$ cat src/rtl/lin_mode_pkg.sv
package lin_mode_pkg;
  typedef enum logic [1:0] {
    MODE_INIT   = 2'd0,
    MODE_NORMAL = 2'd1,
    MODE_SLEEP  = 2'd2
  } mode_e;

  localparam int unsigned ADDR_CTRL = 0;
  localparam int unsigned ADDR_STAT = 1;
  localparam int unsigned ADDR_DATA = 2;

  localparam int unsigned CB_INIT  = 0;
  localparam int unsigned CB_SLEEP = 1;
  localparam int unsigned CB_AWAKE = 2;
  localparam int unsigned CB_LOCK  = 3;

  localparam int unsigned SB_WAKE = 0;
  localparam int unsigned SB_OVR  = 1;
  localparam int unsigned SB_FULL = 2;
endpackage

$ cat src/rtl/lin_mode_regs.sv
module lin_mode_regs
  import lin_mode_pkg::*;
#(
  parameter int unsigned DATA_W = 8
) (
  input  logic              clk_i,
  input  logic              rst_ni,
  input  logic              wr_ctrl_i,
  input  logic              wr_stat_i,
  input  logic [DATA_W-1:0] wdata_i,
  input  logic              in_init_i,
  input  logic              wake_i,
  output logic              init_o,
  output logic              sleep_o,
  output logic              awake_o,
  output logic              lock_o,
  output logic              wake_flag_o
);
  logic hw_clr;
  assign hw_clr = awake_o & wake_flag_o;

  always_ff @(posedge clk_i or negedge rst_ni) begin
    if (!rst_ni) begin
      init_o  <= 1'b1;
      sleep_o <= 1'b0;
      awake_o <= 1'b0;
      lock_o  <= 1'b0;
    end else begin
      if (wr_ctrl_i) begin
        init_o  <= wdata_i[CB_INIT];
        sleep_o <= wdata_i[CB_SLEEP];
        awake_o <= wdata_i[CB_AWAKE];
        if (in_init_i) lock_o <= wdata_i[CB_LOCK];
      end
      if (hw_clr) sleep_o <= 1'b0;  // wake-up overrides software
    end
  end

  always_ff @(posedge clk_i or negedge rst_ni) begin
    if (!rst_ni)                          wake_flag_o <= 1'b0;
    else if (wake_i)                      wake_flag_o <= 1'b1;
    else if (wr_stat_i && wdata_i[SB_WAKE]) wake_flag_o <= 1'b0;
  end
endmodule

$ cat src/rtl/lin_mode_fsm.sv
module lin_mode_fsm
  import lin_mode_pkg::*;
(
  input  logic  clk_i,
  input  logic  rst_ni,
  input  logic  init_i,
  input  logic  sleep_i,
  output mode_e mode_o
);
  mode_e mode_d;

  always_comb begin
    if (init_i)       mode_d = MODE_INIT;
    else if (sleep_i) mode_d = MODE_SLEEP;
    else              mode_d = MODE_NORMAL;
  end

  always_ff @(posedge clk_i or negedge rst_ni) begin
    if (!rst_ni) mode_o <= MODE_INIT;
    else         mode_o <= mode_d;
  end
endmodule

$ cat src/rtl/lin_rx_buf.sv
module lin_rx_buf #(
  parameter int unsigned MSG_W = 8
) (
  input  logic             clk_i,
  input  logic             rst_ni,
  input  logic             msg_valid_i,
  input  logic [MSG_W-1:0] msg_data_i,
  input  logic             lock_i,
  input  logic             rd_clr_i,
  input  logic             ovr_clr_i,
  output logic [MSG_W-1:0] data_o,
  output logic             full_o,
  output logic             ovr_o
);
  logic full_eff;
  assign full_eff = full_o & ~rd_clr_i;  // a read in the same cycle frees the slot

  always_ff @(posedge clk_i or negedge rst_ni) begin
    if (!rst_ni) begin
      data_o <= '0;
      full_o <= 1'b0;
      ovr_o  <= 1'b0;
    end else begin
      full_o <= full_eff;
      if (ovr_clr_i) ovr_o <= 1'b0;
      if (msg_valid_i) begin
        full_o <= 1'b1;
        if (full_eff) begin
          ovr_o <= 1'b1;
          if (!lock_i) data_o <= msg_data_i;
        end else begin
          data_o <= msg_data_i;
        end
      end
    end
  end
endmodule

$ cat src/rtl/lin_mode_ctrl.sv
module lin_mode_ctrl
  import lin_mode_pkg::*;
#(
  parameter int unsigned ADDR_W = 2,
  parameter int unsigned DATA_W = 8,
  parameter int unsigned MSG_W  = 8
) (
  input  logic              clk_i,
  input  logic              rst_ni,
  input  logic [ADDR_W-1:0] addr_i,
  input  logic              wr_en_i,
  input  logic              rd_en_i,
  input  logic [DATA_W-1:0] wdata_i,
  output logic [DATA_W-1:0] rdata_o,
  input  logic              wake_i,
  input  logic              msg_valid_i,
  input  logic [MSG_W-1:0]  msg_data_i,
  output logic [1:0]        mode_o,
  output logic              buf_full_o,
  output logic              overrun_o
);
  localparam int unsigned CP_W = (MSG_W < DATA_W) ? MSG_W : DATA_W;

  logic init_q, sleep_q, awake_q, lock_q, wake_flag_q;
  logic sel_ctrl, sel_stat, sel_data;
  logic [MSG_W-1:0] msg_q;
  mode_e mode_q;

  assign sel_ctrl = (addr_i == ADDR_W'(ADDR_CTRL));
  assign sel_stat = (addr_i == ADDR_W'(ADDR_STAT));
  assign sel_data = (addr_i == ADDR_W'(ADDR_DATA));

  lin_mode_regs #(.DATA_W(DATA_W)) u_regs (
    .clk_i      (clk_i),
    .rst_ni     (rst_ni),
    .wr_ctrl_i  (wr_en_i & sel_ctrl),
    .wr_stat_i  (wr_en_i & sel_stat),
    .wdata_i    (wdata_i),
    .in_init_i  (mode_q == MODE_INIT),
    .wake_i     (wake_i),
    .init_o     (init_q),
    .sleep_o    (sleep_q),
    .awake_o    (awake_q),
    .lock_o     (lock_q),
    .wake_flag_o(wake_flag_q)
  );

  lin_mode_fsm u_fsm (
    .clk_i  (clk_i),
    .rst_ni (rst_ni),
    .init_i (init_q),
    .sleep_i(sleep_q),
    .mode_o (mode_q)
  );

  lin_rx_buf #(.MSG_W(MSG_W)) u_buf (
    .clk_i      (clk_i),
    .rst_ni     (rst_ni),
    .msg_valid_i(msg_valid_i),
    .msg_data_i (msg_data_i),
    .lock_i     (lock_q),
    .rd_clr_i   (rd_en_i & sel_data),
    .ovr_clr_i  (wr_en_i & sel_stat & wdata_i[SB_OVR]),
    .data_o     (msg_q),
    .full_o     (buf_full_o),
    .ovr_o      (overrun_o)
  );

  assign mode_o = mode_q;

  always_comb begin
    rdata_o = '0;
    if (sel_ctrl) begin
      rdata_o[CB_INIT]  = init_q;
      rdata_o[CB_SLEEP] = sleep_q;
      rdata_o[CB_AWAKE] = awake_q;
      rdata_o[CB_LOCK]  = lock_q;
    end else if (sel_stat) begin
      rdata_o[SB_WAKE] = wake_flag_q;
      rdata_o[SB_OVR]  = overrun_o;
      rdata_o[SB_FULL] = buf_full_o;
    end else if (sel_data) begin
      rdata_o[CP_W-1:0] = msg_q[CP_W-1:0];
    end
  end
endmodule

$ cat config.mk
export PLATFORM = sky130hd
export DESIGN_NAME = lin_mode_ctrl
export DESIGN_NICKNAME = d
export VERILOG_FILES = /design/src/rtl/lin_mode_pkg.sv /design/src/rtl/lin_mode_regs.sv /design/src/rtl/lin_mode_fsm.sv /design/src/rtl/lin_rx_buf.sv /design/src/rtl/lin_mode_ctrl.sv
export SDC_FILE = /design/constraint.sdc
export NUM_CORES = 1
export LEC_CHECK = 0
export BUFFER_PORTS_ARGS = -buffer_cell sky130_fd_sc_hd__buf_2
export CORE_AREA = 5 5 47 49
export CTS_CLUSTER_SIZE = 24
export DETAILED_ROUTE_END_ITERATION = 7
export DIE_AREA = 0 0 52 54
export GPL_ROUTABILITY_DRIVEN = 0
export PLACE_DENSITY = 0.77
export SKIP_CTS_REPAIR_TIMING = 1
export SYNTH_ARGS = -nofsm -noshare
export SYNTH_HDL_FRONTEND = slang
export SYNTH_SLANG_ARGS = --single-unit
$ cat constraint.sdc
create_clock -name clk_i -period 3.2 [get_ports clk_i]
set_clock_uncertainty 0.05 [all_clocks]
set_input_delay 0.16 -clock clk_i [delete_from_list [all_inputs] [get_ports clk_i]]
set_output_delay 0.16 -clock clk_i [all_outputs]
set_load 0.005 [all_outputs]
==> flow_summary.toml <==
[setup_path]
crit_arrival_ps = 1560
worst-path-max-fanout = 8
cp_num_buf_inv = 0
startpoint = "u_buf.full_o"
crit_path_start_kind = "register"
required_ps = 3330
crit_path_end_kind = "register"
timing.rr.start = "u_buf.full_o"
crit_chain = "a21boi_0 > a31oi_4 > mux2_2"
critical_path_class = "register to register"
cp_top_family = "compound AO/OA/AOI/OAI gates"
cpPeakStageDelay_ps = 420
slowest_stage = "dfrtp_1"

[final_layout]
layout-drive-gt1-share = 0.505
area_growth_syn_to_layout_pct = 29.0
n_fill_cell = 152
finalInstanceArea_sq_um = 1010
fin_cells = 124
utilization = 0.556
diodes = 0
nets = 122

[clock_tree]
numCtsBuffers = 3
cts-root-buf = "clkbuf_4"
clk_pin_slew_ps = 90
cts_tree = "done"
h-tree-depth = 1
clock_sinks = 17
clockBufferDepth = 2
worst_skew_pair.late_latency_ps = 290

[placed_design]
port_buffers = 31
hpwl_mm = 1.30
dpl_cell_area_sq_um = 967
dp.cells = 118

[hold_path]
hold_class = "primary input to register"
worstHoldStart = "msg_data_i[7]"

[route]
avgViaCountPerCell = 4.90
via_count = 607
drt_iter0_markers = 7
drc = 0
ant_nets = 0
firstDrtPassIters = 3
wl_mm = 1.62
wl_per_cell_microns = 13.1

[timing]
setup_violations = 0
finalHoldViolations = 0
timing.fmax_mhz = 698
finalCritPeriodShare = 0.448
slew_headroom = 0.758
fin_hold_ws_ps = 48.5
worst_pin_slew_ps = 363
maxSlewViolCount = 0
layout_min_cycle_time_ps = 1430
rsz0062_at_grt = "no"
fin_tns_setup_ps = 0

[logic_synthesis]
yosys_register_bits = 17
yosysWarnings = 0
yosysTopAreaCell = "dfrtp_1"
synth_top_area_frac = 0.510
synth.area.top_cells = "dfrtp_1 51%, mux2_2 16%, mux2i_1 6.4%"
ys_types = 18
seq_area_frac_synth = 0.543
syn_area_sq_um = 786
postSynthNetCount = 85
synthCells = 61
avgSynthCellArea_sq_um = 12.9

[grt]
grt_pass1_wl_mm = 2.73
grt_max_degree = 18
grt_remaining_overflow = 0
grt_use_total = 0.133
antenna_found_initial = 0
grt_pass1_vias = 625

[floorplanning]
boundaryPins = 36
die_width_microns = 52
rows = 16
dieArea_sq_um = 2810
fp.dieH_microns = 54
initial_core_util = 0.431
core-area_sq_um = 1820

[power_and_ir_drop]
ir_drop_uv = 282
p_per_area_nw_per_um2 = 536
power.leakage_nw = 0.476

[status]
status = "finished clean"

[run]
cap_viol_max_count = 0
## layout by cell type (no fill, tap or decap), drive strengths merged
master       Yosys  routed
dfrtp           16      16
nor3b            1       1
nand2            5       5
o21ai            3       3
mux2            11      11
a21boi           1       1
a31oi            1       1
a21o             2       2
and2             4       4
dlygate4sd3      0       2
a32o             1       1
nor2b            3       3
dfstp            1       1
nor2             3       3
clkbuf           0       4
a21oi            1       1
buf              1      31
mux2i            5       5
nand3            2       2
## stage by stage
step	power, mW	setup WS (ps)
after floorplan	0.378	1870
after global placement	0.426	1800
after detailed placement	0.435	1770
after CTS	0.546	1760
after global routing	0.579	1670
final	0.543	1770
## synthesized netlist by cell type, drive strengths merged
cell and count:
dfrtp 16, mux2 11, mux2i 5, nand2 5, and2 4, nor2 3
nor2b 3, o21ai 3, a21o 2, nand3 2, a21boi 1, a21oi 1
a31oi 1, a32o 1, buf 1, dfstp 1, nor3b 1
## metal layers
metal | routed length (microns) | vias to the layer above | global-route usage
li1 | - | 292 | -
met4 | 20 | 0 | 0.0786
met3 | 88 | 4 | 0.0194
met2 | 799 | 18 | 0.224
met1 | 712 | 293 | 0.160
met5 | 0 | - | 0
## worst reg2reg max path, cell delays in order, from the launching register on
cell      delay [ps]
dfrtp_1          420
a21boi_0         160
a31oi_4          320
mux2_2           380
## cell families (layout without fill, tap and decap cells)
kind of cell,count (synthesis),after routing,synth area share
AND/OR/NAND/NOR,18,18,0.132
flip-flops,17,17,0.543
multiplexers,16,16,0.221
AO/OA/AOI/OAI,9,9,0.0939
buffers and inverters,1,37,0.00956
## cell type report
| class | instances | area, sq um | area share |
|---|---|---|---|
| sequential | 17 | 427 | 0.421 |
| clock buffer | 4 | 26.3 | 0.0259 |
| timing repair buffer | 33 | 175 | 0.173 |
| tap | 27 | 33.8 | 0.0333 |
| multi-input combinational | 43 | 352 | 0.347 |
## power breakdown
group | switching [mW] | internal [mW] | leakage (nW)
Combinational | 0.0545 | 0.0809 | 0.267
Sequential | 0.0277 | 0.266 | 0.195
Clock | 0.0659 | 0.0485 | 0.0150
Total | 0.148 | 0.395 | 0.476
## state kept, by name, summed over array words and instances (netlist names)
signal / count
u_buf.data_o: 8
u_fsm.mode_o: 2
u_buf.full_o: 1
u_buf.ovr_o: 1
u_regs.awake_o: 1
u_regs.init_o: 1
u_regs.lock_o: 1
u_regs.sleep_o: 1
u_regs.wake_flag_o: 1
## final timing paths
kind	to	slack [ps]	cells past startpoint
setup / recovery	u_buf.data_o[2]	1770	3
hold reg to reg	u_fsm.mode_o[0]	430	1
hold / removal	u_buf.data_o[7]	50	2
max in group asynchronous	u_regs.init_o	2530	2
min in group asynchronous	u_buf.data_o[6]	270	2
setup reg to reg	u_buf.data_o[2]	1770	3
Note: power is estimated with default switching activity, not from simulation.
